<file path="config.mk">
export PLATFORM = sky130hd
export DESIGN_NAME = hash_msg_intake
export DESIGN_NICKNAME = d
export VERILOG_FILES = /design/src/rtl/msgin_pkg.sv /design/src/rtl/msgin_decode.sv /design/src/rtl/msgin_fifo.sv /design/src/rtl/msgin_lenctr.sv /design/src/rtl/hash_msg_intake.sv
export SDC_FILE = /design/constraint.sdc
export NUM_CORES = 1
export LEC_CHECK = 0
export CAP_MARGIN = 0
export CORE_ASPECT_RATIO = 0.9
export CORE_MARGIN = 2
export CORE_UTILIZATION = 50
export DETAILED_ROUTE_END_ITERATION = 10
export PLACE_DENSITY = 0.71
export SYNTH_ARGS = -nofsm -noshare
export SYNTH_HDL_FRONTEND = slang
export SYNTH_HIERARCHICAL = 1
export SYNTH_SLANG_ARGS = --single-unit
</file>
<file path="constraint.sdc">
create_clock -name clk -period 4.47 [get_ports clk]
set_input_delay 1.341 -clock clk [delete_from_list [all_inputs] [get_ports clk]]
set_output_delay 1.341 -clock clk [all_outputs]
set_load 0.01 [all_outputs]
</file>
<file path="src/rtl/msgin_pkg.sv">
package msgin_pkg;
    localparam int DATA_W   = 32;
    localparam int OFS_CFG  = 'h000;
    localparam int OFS_CMD  = 'h004;
    localparam int OFS_STAT = 'h008;
    localparam int OFS_LENL = 'h00C;
    localparam int OFS_LENH = 'h010;
    localparam int WIN_LO   = 'h800;
    localparam int WIN_HI   = 'hFFF;

    typedef struct packed {
        logic swap;
        logic eng_en;
    } cfg_t;

    function automatic logic [DATA_W-1:0] byte_rev(input logic [DATA_W-1:0] w);
        return {w[7:0], w[15:8], w[23:16], w[31:24]};
    endfunction
endpackage

</file>
<file path="src/rtl/msgin_decode.sv">
module msgin_decode
    import msgin_pkg::*;
#(
    parameter int AW = 13
) (
    input  logic              clk,
    input  logic              rst_n,
    input  logic              wr_en,
    input  logic [AW-1:0]     wr_addr,
    input  logic [DATA_W-1:0] wr_data,
    output cfg_t              cfg,
    output logic              push_req,
    output logic [DATA_W-1:0] push_word,
    output logic              start_stb,
    output logic              proc_stb
);
    logic aligned, in_win, cfg_hit, cmd_hit;

    always_comb begin
        aligned   = (wr_addr[1:0] == 2'b00);
        in_win    = (wr_addr >= AW'(WIN_LO)) && (wr_addr <= AW'(WIN_HI));
        cfg_hit   = wr_en && (wr_addr == AW'(OFS_CFG));
        cmd_hit   = wr_en && (wr_addr == AW'(OFS_CMD));
        push_req  = wr_en && aligned && in_win;
        push_word = cfg.swap ? byte_rev(wr_data) : wr_data;
        start_stb = cmd_hit && wr_data[0];
        proc_stb  = cmd_hit && wr_data[1];
    end

    always_ff @(posedge clk or negedge rst_n) begin
        if (!rst_n) begin
            cfg.eng_en <= 1'b0;
            cfg.swap   <= 1'b1;
        end else if (cfg_hit) begin
            cfg.eng_en <= wr_data[0];
            cfg.swap   <= wr_data[1];
        end
    end


    strobe_excl_chk: assert property (@(posedge clk) disable iff (!rst_n)
        start_stb |-> !push_req);
endmodule

</file>
<file path="src/rtl/msgin_fifo.sv">
module msgin_fifo #(
    parameter int DEPTH = 16,
    parameter int DW    = 32,
    localparam int PW   = $clog2(DEPTH),
    localparam int CW   = $clog2(DEPTH + 1)
) (
    input  logic          clk,
    input  logic          rst_n,
    input  logic          push_req,
    input  logic [DW-1:0] push_data,
    input  logic          pop,
    output logic [DW-1:0] head,
    output logic [CW-1:0] count,
    output logic          empty,
    output logic          full,
    output logic          push_ok
);
    logic [DW-1:0] mem [DEPTH];
    logic [PW-1:0] wr_ptr, rd_ptr;
    logic          pop_ok;

    function automatic logic [PW-1:0] nxt(input logic [PW-1:0] p);
        return (p == PW'(DEPTH - 1)) ? '0 : p + 1'b1;
    endfunction

    always_comb begin
        empty   = (count == '0);
        full    = (count == CW'(DEPTH));
        pop_ok  = pop && !empty;
        push_ok = push_req && (!full || pop_ok);
        head    = mem[rd_ptr];
    end

    always_ff @(posedge clk) begin
        if (push_ok) mem[wr_ptr] <= push_data;
    end

    always_ff @(posedge clk or negedge rst_n) begin
        if (!rst_n) begin
            wr_ptr <= '0;
            rd_ptr <= '0;
            count  <= '0;
        end else begin
            if (push_ok) wr_ptr <= nxt(wr_ptr);
            if (pop_ok)  rd_ptr <= nxt(rd_ptr);
            unique case ({push_ok, pop_ok})
                2'b10:   count <= count + 1'b1;
                2'b01:   count <= count - 1'b1;
                default: count <= count;
            endcase
        end
    end


    drop_when_full_chk: assert property (@(posedge clk) disable iff (!rst_n)
        (full && push_req && !pop) |=> (count == CW'(DEPTH)));

    full_pass_chk: assert property (@(posedge clk) disable iff (!rst_n)
        (full && push_req && pop) |=> (count == CW'(DEPTH)));

    count_bound_chk: assert property (@(posedge clk) disable iff (!rst_n)
        count <= CW'(DEPTH));

    no_underflow_chk: assert property (@(posedge clk) disable iff (!rst_n)
        (empty && !push_req) |=> empty);
endmodule

</file>
<file path="src/rtl/msgin_lenctr.sv">
module msgin_lenctr #(
    parameter int LEN_W = 64,
    parameter int STEP  = 32
) (
    input  logic             clk,
    input  logic             rst_n,
    input  logic             clear,
    input  logic             inc,
    output logic [LEN_W-1:0] len
);
    always_ff @(posedge clk or negedge rst_n) begin
        if (!rst_n)      len <= '0;
        else if (clear)  len <= '0;
        else if (inc)    len <= len + LEN_W'(STEP);
    end


    byte_gran_chk: assert property (@(posedge clk) disable iff (!rst_n)
        len[2:0] == 3'b000);

    start_clear_chk: assert property (@(posedge clk) disable iff (!rst_n)
        clear |=> (len == '0));

    step_add_chk: assert property (@(posedge clk) disable iff (!rst_n)
        (inc && !clear) |=> (len == $past(len) + LEN_W'(STEP)));
endmodule

</file>
<file path="src/rtl/hash_msg_intake.sv">
module hash_msg_intake
    import msgin_pkg::*;
#(
    parameter int AW    = 13,
    parameter int DEPTH = 16,
    localparam int CW   = $clog2(DEPTH + 1),
    localparam int LW   = 64
) (
    input  logic              clk,
    input  logic              rst_n,
    input  logic              wr_en,
    input  logic [AW-1:0]     wr_addr,
    input  logic [DATA_W-1:0] wr_data,
    input  logic [AW-1:0]     rd_addr,
    output logic [DATA_W-1:0] rd_data,
    output logic              eng_valid,
    output logic [DATA_W-1:0] eng_data,
    input  logic              eng_ready,
    output logic              start_stb,
    output logic              proc_stb,
    output logic              full_irq
);
    cfg_t              cfg;
    logic              push_req, push_ok, f_empty, f_full, was_full, pop;
    logic [DATA_W-1:0] push_word;
    logic [CW-1:0]     f_count;
    logic [LW-1:0]     len;

    msgin_decode #(.AW(AW)) u_dec (
        .clk(clk), .rst_n(rst_n), .wr_en(wr_en), .wr_addr(wr_addr),
        .wr_data(wr_data), .cfg(cfg), .push_req(push_req),
        .push_word(push_word), .start_stb(start_stb), .proc_stb(proc_stb)
    );

    msgin_fifo #(.DEPTH(DEPTH), .DW(DATA_W)) u_fifo (
        .clk(clk), .rst_n(rst_n), .push_req(push_req), .push_data(push_word),
        .pop(pop), .head(eng_data), .count(f_count), .empty(f_empty),
        .full(f_full), .push_ok(push_ok)
    );

    msgin_lenctr #(.LEN_W(LW), .STEP(DATA_W)) u_len (
        .clk(clk), .rst_n(rst_n), .clear(start_stb), .inc(push_ok), .len(len)
    );

    always_ff @(posedge clk or negedge rst_n) begin
        if (!rst_n) was_full <= 1'b0;
        else        was_full <= f_full;
    end

    always_comb begin
        eng_valid = cfg.eng_en && !f_empty;
        pop       = eng_valid && eng_ready;
        full_irq  = f_full && !was_full;
    end

    always_comb begin
        rd_data = '0;
        case (rd_addr)
            AW'(OFS_CFG):  rd_data[1:0] = {cfg.swap, cfg.eng_en};
            AW'(OFS_STAT): begin
                rd_data[0]      = f_empty;
                rd_data[1]      = f_full;
                rd_data[4 +: CW] = f_count;
            end
            AW'(OFS_LENL): rd_data = len[31:0];
            AW'(OFS_LENH): rd_data = len[63:32];
            default:       rd_data = '0;
        endcase
    end


    irq_full_chk: assert property (@(posedge clk) disable iff (!rst_n)
        full_irq |=> !full_irq);

    gated_feed_chk: assert property (@(posedge clk) disable iff (!rst_n)
        eng_valid |-> (cfg.eng_en && f_count != '0));
endmodule

</file>
-- Word-level counts from Yosys, hierarchy flattened
Memory sizes are Yosys's and may differ from the RTL's.
Cells that the tools add are included.
- register bits: 80
- memory bits (writable): 512
- input bits: 62
- output and inout port bits: 68
- word-level logic and storage cells: 58
- memories kept: 1
- add/subtract/negate cells: 5
- $lt $le $gt $ge: 2
- eq/ne operators: 9
- mux-type cells: 12
- reduce and logical (&&, ||, !) cells: 22
- memory list (memory ; words ; width ; rd ports ; clocked after memory_dff ; write ports ; line ; source):
    u_fifo.mem ; 16 ; 32 ; 1 ; 0 ; 1 ; msgin_fifo.sv:18 ; logic [DW-1:0] mem [DEPTH];
- operator list (kind ; number):
    two-way mux 64 bit ; 2
    adder 64 x 6 -> 64 bit (second input constant) ; 1
    case mux 23 bit (2 select lines) ; 1
    two-way mux 32 bit ; 1
    == test 13 x 4 -> 1 bit (second input constant) ; 2
    logical NOT 13 bit ; 2
    case mux 5 bit (3 select lines) ; 1
    == test 13 x 3 -> 1 bit (second input constant) ; 1
    == test 13 x 5 -> 1 bit (second input constant) ; 1
    >= comparator 13 x 12 -> 1 bit (second input constant) ; 1
    <= comparator 13 x 12 -> 1 bit (second input constant) ; 1
    logical AND 1 bit ; 12
    case mux 5 bit (2 select lines) ; 1
    adder 4 x 1 -> 4 bit (second input constant) ; 2
    == test 4 bit (second input constant) ; 2
    two-way mux 4 bit ; 2
    case mux 2 bit (4 select lines) ; 1
    adder 5 x 1 -> 5 bit (second input constant) ; 1
    == test 5 bit (second input constant) ; 1
    logical NOT 5 bit ; 1
    subtractor 5 x 1 -> 5 bit (second input constant) ; 1
    case mux 2 bit (2 select lines) ; 1
    nonzero test 2 bit ; 2
    logical NOT 1 bit ; 3
    other kinds (5) ; 6

-- Longest topological paths before layout
- depth in word-level cells: 9
- gate-level depth with buffers: 16

-- By module
Netlist, hierarchy kept.
- by module, submodules not included (module ; times used ; cells an instance ; area each (µm²)):
    msgin_fifo ; 1 ; 898 ; 20075.5
    msgin_lenctr ; 1 ; 334 ; 3176.8
    hash_msg_intake ; 1 ; 142 ; 945.9
    msgin_decode ; 1 ; 54 ; 565.5

-- Worst setup path before layout
OpenSTA, ideal clock, no wires.
- path type: input port to flip-flop
- start point: input port wr_addr[1]
- end point: memory u_fifo.mem[3][0], enable pin
- library setup time: 0.461 ns
- arrival time: 4.851 ns
- required time: 4.009 ns
- setup slack: -0.842 ns
- cell stages on the path: 7
- buffers on the path: 1
- cell sequence: nor3b_4 -> and3b_1 -> buf_2 -> clkinv_1 -> a21oi_2 -> nand2_1 -> nor3_1
- cells in the longest elaborated chain, start to end: 6
- RTL lines (what ; line ; source):
    start: declaration ; hash_msg_intake.sv:12 ; input logic [AW-1:0] wr_addr,
    >= comparator 13 x 12 -> 1 bit, or another cell as far along ; msgin_decode.sv:21 ; in_win = (wr_addr >= AW'(WIN_LO)) && (wr_addr <= AW'(WIN_HI));
    logical AND 1 bit, on equally long branches ; msgin_decode.sv:21, msgin_decode.sv:24 ;
    logical AND 1 bit (*) ; msgin_decode.sv:24 ; push_req = wr_en && aligned && in_win;
    net push_req ; hash_msg_intake.sv:24 ; logic push_req, push_ok, f_empty, f_full, was_full, pop;
    logical AND 1 bit (*) ; msgin_fifo.sv:30 ; push_ok = push_req && (!full || pop_ok);
    net push_ok ; hash_msg_intake.sv:24 ;
    two-way mux 1 bit (*) ; msgin_fifo.sv:35 ; if (push_ok) mem[wr_ptr] <= push_data;
    two-way mux 1 bit (implied by the code) (*) ; msgin_fifo.sv:35 ;
    end: declaration ; msgin_fifo.sv:18 ;
The timed path passes the listed nets; every way through them passes the cells marked *.

-- Worst setup path after layout
- start point: input port rd_addr[8]
- end point: output port rd_data[6]
- cells in the longest elaborated chain, start to end: 2
- RTL lines (what ; line ; source):
    start: declaration ; hash_msg_intake.sv:14 ; input logic [AW-1:0] rd_addr,
    == test 13 x 5 -> 1 bit / == test 13 x 4 -> 1 bit (equally long branches) ; hash_msg_intake.sv:58 ; case (rd_addr)
    case mux 5 bit (3 select lines) (*) ; hash_msg_intake.sv:58 ;
    end: declaration ; hash_msg_intake.sv:15 ; output logic [DATA_W-1:0] rd_data,
Mark *: on every way between the ends. The rest lies on a longest branch, timed or not.

==> results.sh <==
export IMPL_grt_start_max_net_pins=76
export IMPL_clockPowerShare_pct=42.6
export IMPL_crit_path_max_fanout=4
export IMPL_max_stage_delay_ns=0.44
export IMPL_leakagePower_nw=9.937
export IMPL_synth_seq_cells=587
export IMPL_ys_seq_area_share_pct=69.67
export IMPL_fin_util_pct=60.65
export IMPL_numCtsBuffers=58
export IMPL_critPathLaunchType="input pin"
export IMPL_fp_dieArea_um2=51330
export IMPL_pre_cts_ws_ns=-0.2026
export IMPL_initial_utilization_pct=50.50
export IMPL_holdBufCountCts=0
export IMPL_clock_fmax_ghz=0.2270
export IMPL_finalHoldViolations=0
export IMPL_rows=77
export IMPL_tritoncts="yes"
export IMPL_area_growth_pct=20.10
export IMPL_clock_sinks=587
export IMPL_grt_pass1_wl_um=87550
export IMPL_overflow=0
export IMPL_ant_nets=0
export IMPL_worstSkewPairLatency_ns=0.62
export IMPL_crit_type="in2out"
export IMPL_end_kind="output port"
export IMPL_rsz0062_at_grt="yes"
export IMPL_antenna_found_initial=0
export IMPL_grt_total_usage_pct=22.76
export IMPL_worstHoldPathType="reg2reg"
export IMPL_die_w_um=238.6
export IMPL_avgSynthCellArea_um2=17.34
export IMPL_syn_inst=1428
export IMPL_placed_area_um2=27600
export IMPL_min_period_ns=4.406
export IMPL_yosys_warnings=6
export IMPL_relSlewSlack_pct=34.24
export IMPL_die_h_um=215.1
export IMPL_skew_ns=0.02159
export IMPL_cpMaxStageDelayCell="clkdlybuf4s50_1"
export IMPL_vias_per_cell=6.172
export IMPL_power_per_cell_area_nw_per_um2=392.8
export IMPL_setup_slack_ns=0.06412
export IMPL_wirelength_um=57490
export IMPL_via_count=14290
export IMPL_syn_cell_area_um2=24760
export IMPL_maxCapViolCount=0
export IMPL_n_antenna_cell=0
export IMPL_switchingPower_mw=2.479
export IMPL_worst_pin_slew_ns=0.9864
export IMPL_path_clk_slew_ns=0.06
export IMPL_nets=1706
export IMPL_wire_per_inst_um=24.83
export IMPL_setup_viol_count_final=0
export IMPL_hold_ws_ns=0.5278
export IMPL_seqPwrFrac_pct=52.5
export IMPL_pin_count=130
export IMPL_io_buffers=129
export IMPL_worstPathRequired_ns=3.13
export IMPL_clock_path_buffers=3
export IMPL_vdd_drop_max_v=0.0002949
export IMPL_htreeDepth=2
export IMPL_ys_flop_type="edfxtp_1"
export IMPL_synth_async_reset_ratio_pct=12.78
export IMPL_drive_gt1_share_pct=25.25
export IMPL_ys_types=70
export IMPL_status="complete, no violations"
export IMPL_grt_pass1_vias=14380
export IMPL_finalCritPeriodShare_pct=98.57
export IMPL_stdcell_area_um2=29740
export IMPL_cts_root_buffer="clkbuf_16"
export IMPL_power_frac_comb_pct=4.9
export IMPL_p_int_mw=9.203
export IMPL_drt_iter0_markers=1523
export IMPL_arrival_ns=3.06
export IMPL_firstDrtPassIters=5
export IMPL_swShare_pct=21.22
export IMPL_path_cells="clkdlybuf4s50_1, nor4_4, buf_6, buf_4, nand4_2, o221ai_1, dlygate4sd2_1"
export IMPL_synth_enable_flop_cells=512
export IMPL_total_power_mw=11.68
export IMPL_drv_slew=0
export IMPL_dp_hpwl_um=34490
export IMPL_drc=0
export IMPL_finalWeightedCongestion=0.8648
export IMPL_core_area_um2=49040
==> timing repair <==
action / in CTS / in global routing
gates resized for setup: 29 / 10
setup buffers: 6 / 5
gates cloned: 1 / 1
setup endpoints to repair: 34 / 11
pin swaps: 1 / 4
==> per-stage QoR <==
step,setup TNS [ns],std cells
finish,0,2315
global placement,-4.160,2193
global route,-0.01426,2315
CTS,-0.7523,2309
detailed placement,-5.182,2193
floorplan,0,1432
==> layer usage <==
metal	global-route usage (%)	wire length, um	up-vias
met4	6.292	1232	0
li1	-	-	6187
met5	0	0	-
met2	36.61	28000	627
met3	2.942	3890	76
met1	33.11	24370	7398
==> flip-flops by register name, summed over array words and instances (netlist names) <==
signal	cells
u_fifo/count	5
u_len/len	59
u_fifo/rd_ptr	4
u_fifo/mem	512
was_full	1
u_dec/cfg	2
u_fifo/wr_ptr	4
==> cells in the mapped netlist (2+ instances only) <==
library cell / count / area share, %
and3_1: 4 / 0.10
nand4_2: 3 / 0.15
a21oi_1: 35 / 0.71
ha_1: 9 / 0.45
o221ai_1: 6 / 0.21
o31ai_1: 9 / 0.27
and2_1: 8 / 0.20
nand3_1: 85 / 1.7
nor4_4: 7 / 0.60
nor4_1: 9 / 0.23
nand2_1: 64 / 0.97
a311o_1: 2 / 0.081
buf_1: 5 / 0.076
or3_1: 14 / 0.35
nor2_1: 63 / 0.95
nand4_1: 35 / 0.88
nor3_1: 10 / 0.20
mux2_2: 31 / 1.4
nor2b_1: 10 / 0.25
inv_1: 14 / 0.21
and3b_1: 5 / 0.18
a21oi_2: 21 / 0.74
or2_2: 4 / 0.10
xnor2_1: 14 / 0.50
nand4_4: 2 / 0.17
mux2i_1: 5 / 0.20
o21ai_0: 23 / 0.46
a22oi_1: 64 / 1.9
nand2b_1: 3 / 0.076
buf_6: 4 / 0.18
clkbuf_1: 42 / 0.64
dfrtp_1: 74 / 7.5
mux4_2: 128 / 12
buf_2: 28 / 0.57
buf_4: 7 / 0.21
a211oi_1: 2 / 0.061
edfxtp_1: 512 / 62
mux2_1: 2 / 0.091
or4_1: 10 / 0.30
xor2_1: 25 / 0.88
==> power groups by stage <==
stage          Sequential (mW)  Combinational [mW]  Clock (mW)
4_1_cts                   6.13               0.578        5.05
3_5_place_dp              6.24               0.566           0
6_report                  6.13               0.578        4.98
3_3_place_gp              6.24               0.551           0
5_1_grt                   6.14               0.635        5.23
2_1_floorplan             6.19               0.356           0
==> cells by family after synthesis <==
logic type / count (synthesis) / share of synthesized area [%]
muxes: 168 / 13.50
and+or+nand+nor: 349 / 8.124
AOI/OAI and AO/OA: 173 / 4.881
DFF: 587 / 69.67
adders and majority gates: 10 / 0.5356
xor gates and xnor gates: 39 / 1.379
buffers and inverters: 101 / 1.900
other: 1 / 0.01514
==> worst max-delay path: cells and delay by family <==
family                 cells  cell delay (ns)
buffers and inverters      4             1.03
AOI/OAI and AO/OA          1             0.24
and+or+nand+nor            2             0.45
==> path summary, 6_finish.rpt <==
| path | from | to | slack (ns) | depth (start not counted) |
|---|---|---|---|---|
| max in group asynchronous | rst_n | u_fifo/rd_ptr[1]$_DFFE_PN0N_ | 2.82 | 1 |
| min in group asynchronous | rst_n | u_len/len[57]$_DFFE_PN0N_ | 0.88 | 1 |
| worst max-delay path | rd_addr[8] | rd_data[6] | 0.06 | 7 |
| worst max register to register | u_fifo/count[0]$_DFFE_PN0P_ | u_fifo/count[4]$_DFFE_PN0P_ | 0.99 | 11 |
| worst min register to register | u_dec/cfg[0]$_DFFE_PN0P_ | u_dec/cfg[0]$_DFFE_PN0P_ | 0.53 | 1 |
| worst min-delay path | u_dec/cfg[0]$_DFFE_PN0P_ | u_dec/cfg[0]$_DFFE_PN0P_ | 0.53 | 1 |
==> cells in the final DEF (no fill, tap or decap), types with 6 or more instances in the layout <==
cell / instances
nand2_1: 64
or3_1: 14
clkbuf_16: 60
edfxtp_1: 512
bufinv_16: 8
nor2_4: 14
buf_12: 30
buf_4: 65
o31ai_1: 9
xor2_1: 25
nor3_1: 6
clkinv_2: 12
xnor2_1: 14
and2_1: 7
mux2_2: 31
o21ai_0: 23
dlymetal6s2s_1: 9
clkdlybuf4s50_1: 94
nor2_1: 49
a21oi_2: 21
nor4_1: 9
clkbuf_1: 14
dfrtp_1: 72
clkinv_1: 7
inv_1: 14
nor4_4: 7
nand4_1: 35
nor2b_1: 7
ha_1: 9
nand3_1: 85
a21oi_1: 35
mux4_2: 128
a22oi_1: 64
o221ai_1: 6
dlygate4sd2_1: 25
or4_1: 10
==> area by class of cell <==
cell class / instances / area, um2
clock buffers: 75 / 1556
clock inverters: 34 / 405.4
fillers: 3443 / 19300
inverters: 15 / 56.30
multi-input cells: 745 / 7253
flip-flops and latches: 587 / 17260
well taps: 632 / 790.8
repair buffers: 227 / 2420
Power figures use the tool's default switching activity.
